File: config.mk
export PLATFORM = sky130hd
export DESIGN_NAME = memif_bus_port
export DESIGN_NICKNAME = d
export VERILOG_FILES = /design/src/rtl/memif_pkg.sv /design/src/rtl/memif_addr_reg.sv /design/src/rtl/memif_data_reg.sv /design/src/rtl/memif_xfer_ctl.sv /design/src/rtl/memif_bus_port.sv
export SDC_FILE = /design/constraint.sdc
export NUM_CORES = 1
export LEC_CHECK = 0
export BUFFER_PORTS_ARGS = -buffer_cell sky130_fd_sc_hd__buf_2
export CORE_MARGIN = 4
export CORE_UTILIZATION = 40
export DETAILED_ROUTE_END_ITERATION = 10
export GPL_TIMING_DRIVEN = 0
export PLACE_DENSITY = 0.78
export SLEW_MARGIN = 40
export SYNTH_ARGS = -nofsm -noshare
export SYNTH_HDL_FRONTEND = slang
export SYNTH_SLANG_ARGS = --single-unit
File: constraint.sdc
create_clock -name clk -period 1.1 [get_ports clk]
set_clock_uncertainty 0.15 [all_clocks]
set_input_delay 0.11 -clock clk [delete_from_list [all_inputs] [get_ports clk]]
set_output_delay 0.11 -clock clk [all_outputs]
set_load 0.02 [all_outputs]
File: src/rtl/memif_pkg.sv
package memif_pkg;
  localparam int DEF_BYTE_W = 8;
  localparam int DEF_ADDR_PARTS = 2;

  typedef enum logic {
    SRC_SYSBUS = 1'b0,
    SRC_RESULT = 1'b1
  } data_src_e;
endpackage

File: src/rtl/memif_addr_reg.sv
module memif_addr_reg #(
  parameter int BYTE_W  = memif_pkg::DEF_BYTE_W,
  parameter int N_PARTS = memif_pkg::DEF_ADDR_PARTS,
  localparam int ADDR_W = BYTE_W * N_PARTS
) (
  input  logic              clk,
  input  logic              rst,
  input  logic              ld,
  input  logic [ADDR_W-1:0] parts_in,
  output logic [ADDR_W-1:0] addr_q
);
  for (genvar g = 0; g < N_PARTS; g++) begin : g_part
    always_ff @(posedge clk) begin
      if (rst) addr_q[g*BYTE_W +: BYTE_W] <= '0;
      else if (ld) addr_q[g*BYTE_W +: BYTE_W] <= parts_in[g*BYTE_W +: BYTE_W];
    end
  end

  // a strobe captures all parts at once
  p_addr_load_r2: assert property (@(posedge clk) disable iff (rst)
    ld |=> addr_q == $past(parts_in));
  // no strobe, no change
  p_addr_hold_r3: assert property (@(posedge clk) disable iff (rst)
    !ld |=> $stable(addr_q));
endmodule

File: src/rtl/memif_data_reg.sv
module memif_data_reg
  import memif_pkg::*;
#(
  parameter int BYTE_W = DEF_BYTE_W
) (
  input  logic              clk,
  input  logic              rst,
  input  logic              ld,
  input  data_src_e         src,
  input  logic [BYTE_W-1:0] sys_in,
  input  logic [BYTE_W-1:0] res_in,
  output logic [BYTE_W-1:0] q
);
  logic [BYTE_W-1:0] mux_out;

  always_comb begin
    mux_out = (src == SRC_RESULT) ? res_in : sys_in;
  end

  always_ff @(posedge clk) begin
    if (rst) q <= '0;
    else if (ld) q <= mux_out;
  end


  p_data_sys_r4: assert property (@(posedge clk) disable iff (rst)
    (ld && src == SRC_SYSBUS) |=> q == $past(sys_in));

  p_data_res_r5: assert property (@(posedge clk) disable iff (rst)
    (ld && src == SRC_RESULT) |=> q == $past(res_in));

  p_data_hold_r6: assert property (@(posedge clk) disable iff (rst)
    !ld |=> $stable(q));
endmodule

File: src/rtl/memif_xfer_ctl.sv
module memif_xfer_ctl (
  input  logic clk,
  input  logic rst,
  input  logic rd_req,
  input  logic wr_req,
  output logic rd_en,
  output logic wr_en,
  output logic err
);
  logic clash;

  always_comb begin
    clash = rd_req && wr_req;
  end

  always_ff @(posedge clk) begin
    if (rst) begin
      rd_en <= 1'b0;
      wr_en <= 1'b0;
      err   <= 1'b0;
    end else begin
      rd_en <= rd_req && !clash;
      wr_en <= wr_req && !clash;
      err   <= clash;
    end
  end


  p_rd_only_r7: assert property (@(posedge clk) disable iff (rst)
    (rd_req && !wr_req) |=> (rd_en && !wr_en && !err));

  p_clash_r9: assert property (@(posedge clk) disable iff (rst)
    (rd_req && wr_req) |=> (err && !rd_en && !wr_en));
  p_excl_r9: assert property (@(posedge clk) disable iff (rst)
    $onehot0({rd_en, wr_en, err}));
endmodule

File: src/rtl/memif_bus_port.sv
module memif_bus_port
  import memif_pkg::*;
#(
  parameter int BYTE_W = DEF_BYTE_W,
  localparam int ADDR_W = 2 * BYTE_W
) (
  input  logic              clk,
  input  logic              rst,
  input  logic [BYTE_W-1:0] a_bus,
  input  logic [BYTE_W-1:0] b_bus,
  input  logic [BYTE_W-1:0] c_result,
  input  logic [BYTE_W-1:0] sys_rd_data,
  input  logic              addr_ld,
  input  logic              data_ld,
  input  logic              data_src_sel,
  input  logic              rd_req,
  input  logic              wr_req,
  output logic [ADDR_W-1:0] mem_addr,
  output logic [BYTE_W-1:0] mem_wr_data,
  output logic              mem_rd_en,
  output logic              mem_wr_en,
  output logic [BYTE_W-1:0] data_q,
  output logic              xfer_err
);
  data_src_e src;

  always_comb begin
    src = data_src_e'(data_src_sel);
  end

  memif_addr_reg #(.BYTE_W(BYTE_W), .N_PARTS(2)) u_addr (
    .clk      (clk),
    .rst      (rst),
    .ld       (addr_ld),
    .parts_in ({a_bus, b_bus}),
    .addr_q   (mem_addr)
  );

  memif_data_reg #(.BYTE_W(BYTE_W)) u_data (
    .clk    (clk),
    .rst    (rst),
    .ld     (data_ld),
    .src    (src),
    .sys_in (sys_rd_data),
    .res_in (c_result),
    .q      (data_q)
  );

  memif_xfer_ctl u_ctl (
    .clk    (clk),
    .rst    (rst),
    .rd_req (rd_req),
    .wr_req (wr_req),
    .rd_en  (mem_rd_en),
    .wr_en  (mem_wr_en),
    .err    (xfer_err)
  );

  always_comb begin
    mem_wr_data = mem_wr_en ? data_q : '0;
  end


  p_wr_only_r8: assert property (@(posedge clk) disable iff (rst)
    (wr_req && !rd_req) |=> (mem_wr_en && mem_wr_data == data_q));
  p_wr_quiet_r8: assert property (@(posedge clk) disable iff (rst)
    !mem_wr_en |-> mem_wr_data == '0);

  p_reset_r1: assert property (@(posedge clk)
    rst |=> (mem_addr == '0 && data_q == '0 && !mem_rd_en && !mem_wr_en && !xfer_err));
endmodule

; Word-level counts from Yosys, hierarchy flattened
; Index checks and enable logic that the tools add are counted.
[totals]
ff_bits = 27
latch_bits = 0
mem_bits_rw = 0
mem_bits_ro = 0
in_bits = 39
output_inout_bits = 35
word_cells = 12
memories = 0
[op_classes]
add_sub_neg = 0
mul = 0
n_div = 0
order_cmp = 0
n_eq_ne = 0
n_shift = 0
muxes = 2
bitwise = 0
n_reduce_logical = 4
[ops]
columns = cell, n
row1 = two-way mux 8 bit, 2
row2 = logical AND 1 bit, 3
row3 = logical NOT 1 bit, 1

; Logic depth before layout (Yosys ltp)
[depth]
word_depth = 3
ltp_mapped = 4
ltp_nobuf = 2

; Modules after synthesis
; Synthesis repeated with hierarchy kept, for this count alone.
[unflattened]
cells_unflattened = 102
area_unflattened_um2 = 1084.8
[by_module_without_submodules]
columns = mod, n_inst, cells_per_inst, area_each_um2
row1 = memif_addr_reg, 1, 52, 580.6
row2 = memif_data_reg, 1, 36, 369.1
row3 = memif_xfer_ctl, 1, 6, 85.1
row4 = memif_bus_port, 1, 8, 50.0

; Worst setup path after synthesis
; No wires, ideal clock.
[synth_timing]
path_type = flip-flop to output port
startpoint = reg u_ctl.wr_en
endpoint = out mem_wr_data[0]
arrival_time_ns = 0.766
slack_ns = 0.074
path_stages_with_launch = 2
path_cell_list = dfxtp_1 and2_1
[synth_via]
elab_chain_len = 1
[synth_lines]
columns = element, line
row1 = "start, declared", memif_xfer_ctl.sv:7  ; output logic wr_en,
row2 = "start signal, assigned", memif_xfer_ctl.sv:23  ; wr_en <= wr_req && !clash;
row3 = two-way mux 8 bit, memif_bus_port.sv:60  ; mem_wr_data = mem_wr_en ? data_q : '0;
row4 = "end, declared", memif_bus_port.sv:19  ; output logic [BYTE_W-1:0] mem_wr_data,
; Every way passes these cells.

; Final worst setup path
[layout_timing]
startpoint = reg u_ctl.wr_en
endpoint = out mem_wr_data[5]
; Same word-level chain as after synthesis.

==> impl_metrics.env <==
export IMPL_drt_iter0_markers=38
export IMPL_fin_ws_ns=-0.209
export IMPL_port_buffers=69
export IMPL_internal_power_mw=1.51
export IMPL_final_util_pct=80.6
export IMPL_ys_ff_latch=27
export IMPL_vias=1167
export IMPL_dp_hpwl_um=2110
export IMPL_async_flop_share_pct=0
export IMPL_path_clk_slew_ns=0.14
export IMPL_insertion_delay_ns=0.32
export IMPL_crit_required_ns=0.84
export IMPL_crit_path_max_fanout=9
export IMPL_clkPwrFrac_pct=20.4
export IMPL_htree_levels=1
export IMPL_antenna_found_initial=0
export IMPL_clockRootBuffer="clkbuf_4"
export IMPL_hp_class="input port to register"
export IMPL_fp_coreArea_um2=2520
export IMPL_max_freq_mhz=764
export IMPL_gp_congestion=0.732
export IMPL_synth_common_cells="dfxtp_1 (27), mux2i_1 (24), nor2_1 (24), and2_1 (8), a211oi_1 (7)"
export IMPL_grt_pass1_wl_um=4910
export IMPL_cts_tree="built"
export IMPL_finalInstanceArea_um2=2030
export IMPL_max_cap_viol_count=0
export IMPL_hold_viol=6
export IMPL_setup_viol=13
export IMPL_fin_setup_tns_ns=-1.70
export IMPL_share_comb_of_total_power_pct=26.9
export IMPL_grt_overflow=0
export IMPL_wl_per_cell_um=15.6
export IMPL_drc_errors=0
export IMPL_ys_warn_count=0
export IMPL_violations="negative hold slack, negative setup slack"
export IMPL_synth_area_um2=1080
export IMPL_slew_headroom_pct=73.4
export IMPL_synth_main_ff_cell="dfxtp_1"
export IMPL_synth_most_common_cell="dfxtp_1"
export IMPL_fp_dieW_um=60.0
export IMPL_num_rows=18
export IMPL_slew_viol_final=0
export IMPL_path_class="register to output port"
export IMPL_antenna_cells=0
export IMPL_synth_edff_count=0
export IMPL_p_switching_mw=0.578
export IMPL_synth_nets=141
export IMPL_io_pins=74
export IMPL_dieArea_um2=3600
export IMPL_start_kind="register"
export IMPL_wl_um=3740
export IMPL_syn_inst=102
export IMPL_drive_above_1_share_pct=50.7
export IMPL_grtUsageTotal_pct=18.1
export IMPL_viasPerCell=4.88
export IMPL_ant_nets=0
export IMPL_synth_top_area_share_pct=49.9
export IMPL_numCtsBuffers=3
export IMPL_tightest_slew_ns=0.400
export IMPL_period_needed_ns=1.31
export IMPL_rsz0062_at_grt="true"
export IMPL_ys_types=13
export IMPL_ys_seq_area_share_pct=49.9
export IMPL_synth_top_area_cell="dfxtp_1"
export IMPL_period_share_pct=119
export IMPL_vdd_drop_max_mv=0.847
export IMPL_cts_sinks=27
export IMPL_start_util_pct=42.9
export IMPL_grt_max_degree=15
export IMPL_switching_share_pct=27.7
export IMPL_status="complete, but fails checks"
export IMPL_hold_worst_slack_ns=-0.0563
export IMPL_fp_dieH_um=60.0
export IMPL_leakage_nw=1.00
export IMPL_power_density_nw_per_um2=1020
export IMPL_avgSynthCellArea_um2=10.6
export IMPL_crit_path_end_kind="output port"
export IMPL_dr_pass1_iters=4
export IMPL_synth_area_leaders="dfxtp_1 (50%), mux2i_1 (22%), nor2_1 (8.3%), a211oi_1 (4.9%), and2_1 (4.6%)"
export IMPL_nets=249
export IMPL_clock_path_buffers=2
export IMPL_crit_arrival_ns=1.05
export IMPL_first_global_vias=1126
export IMPL_pwr_share_seq_pct=52.7
export IMPL_syn2layout_area_growth_pct=87.9
export IMPL_place_area_um2=1470
-- cells in the final DEF, fill, tap and decap left out --
cell / Yosys / final
a211oi_1: 7 / 6
a211oi_2: 1 / 2
and2_1: 8 / 8
and3b_1: 1 / 1
buf_2: 1 / 39
buf_4: 2 / 11
buf_6: 3 / 25
buf_8: 1 / 1
clkbuf_1: 1 / 2
clkbuf_4: 0 / 3
dfxtp_1: 27 / 2
dfxtp_2: 0 / 24
dfxtp_4: 0 / 1
dlygate4sd3_1: 0 / 33
dlymetal6s4s_1: 0 / 1
mux2i_1: 24 / 24
nor2_1: 24 / 24
nor3b_1: 2 / 2
-- worst paths after layout --
kind	slack (ns)	end	cells past startpoint	startpoint
worst max-delay path	-0.21	mem_wr_data[5]	2	u_ctl.wr_en
worst min-delay path	-0.06	u_addr.addr_q[5]	3	addr_ld
worst max register to register	0.15	u_data.q[2]	2	u_data.q[2]
worst min register to register	0.36	u_addr.addr_q[13]	2	u_addr.addr_q[13]
-- layer usage --
| layer | wire, um | GRT usage, % | vias up |
|---|---|---|---|
| met5 | 0 | 0 | - |
| met4 | 13 | 4.75 | 0 |
| met3 | 350 | 3.67 | 2 |
| met2 | 2040 | 35.2 | 63 |
| met1 | 1340 | 19.3 | 547 |
| li1 | - | - | 555 |
-- metrics by stage --
| stage | std cells | total power, mW | setup WS (ns) |
|---|---|---|---|
| detailed placement | 201 | 1.48 | 0.0564 |
| global route | 239 | 2.18 | -0.250 |
| finish | 239 | 2.08 | -0.209 |
| CTS | 238 | 1.99 | -0.190 |
| global placement | 201 | 1.47 | 0.0775 |
| floorplan | 102 | 1.33 | 0.0742 |
-- kinds of logic (layout without fill, tap and decap cells) --
logic type	Yosys count	after routing	synth area share [%]
buf+inv	8	115	6.70
simple gates	35	35	15.1
flops	27	27	49.9
compound gates	8	8	6.01
mux	24	24	22.2
-- sequential cells by signal, summed over array words and instances (netlist names) --
register,flops
u_addr.addr_q,16
u_ctl.err,1
u_ctl.wr_en,1
u_data.q,8
u_ctl.rd_en,1
-- critical path, stage by stage, from the launching register on --
cell and delay [ns]:
dfxtp_4 0.42, and2_1 0.18, buf_6 0.13
-- final cells by class --
cell class                      instances  area (um2)
Buffer                                  8        72.6
Clock buffer                            4        26.3
Fill cell                             160         489
Multi-Input combinational cell         67         474
Sequential cell                        27         574
Tap cell                               30        37.5
Timing Repair Buffer                  103         848
-- power groups by stage --
| stage | logic, mW | registers (mW) | clock network, mW |
|---|---|---|---|
| final | 0.560 | 1.10 | 0.425 |
| after global routing | 0.599 | 1.11 | 0.469 |
| after CTS | 0.494 | 1.08 | 0.422 |
| after detailed placement | 0.389 | 1.09 | 0 |
| after global placement | 0.377 | 1.09 | 0 |
| after floorplan | 0.160 | 1.17 | 0 |
-- timing repair --
action	CTS	global route
resized for setup	18	63
pin swaps	0	1
setup endpoints to repair	21	35
hold endpoints to repair	26	7
hold buffers	33	1
buffers inserted	0	0
Power figures use the tool's default switching activity.
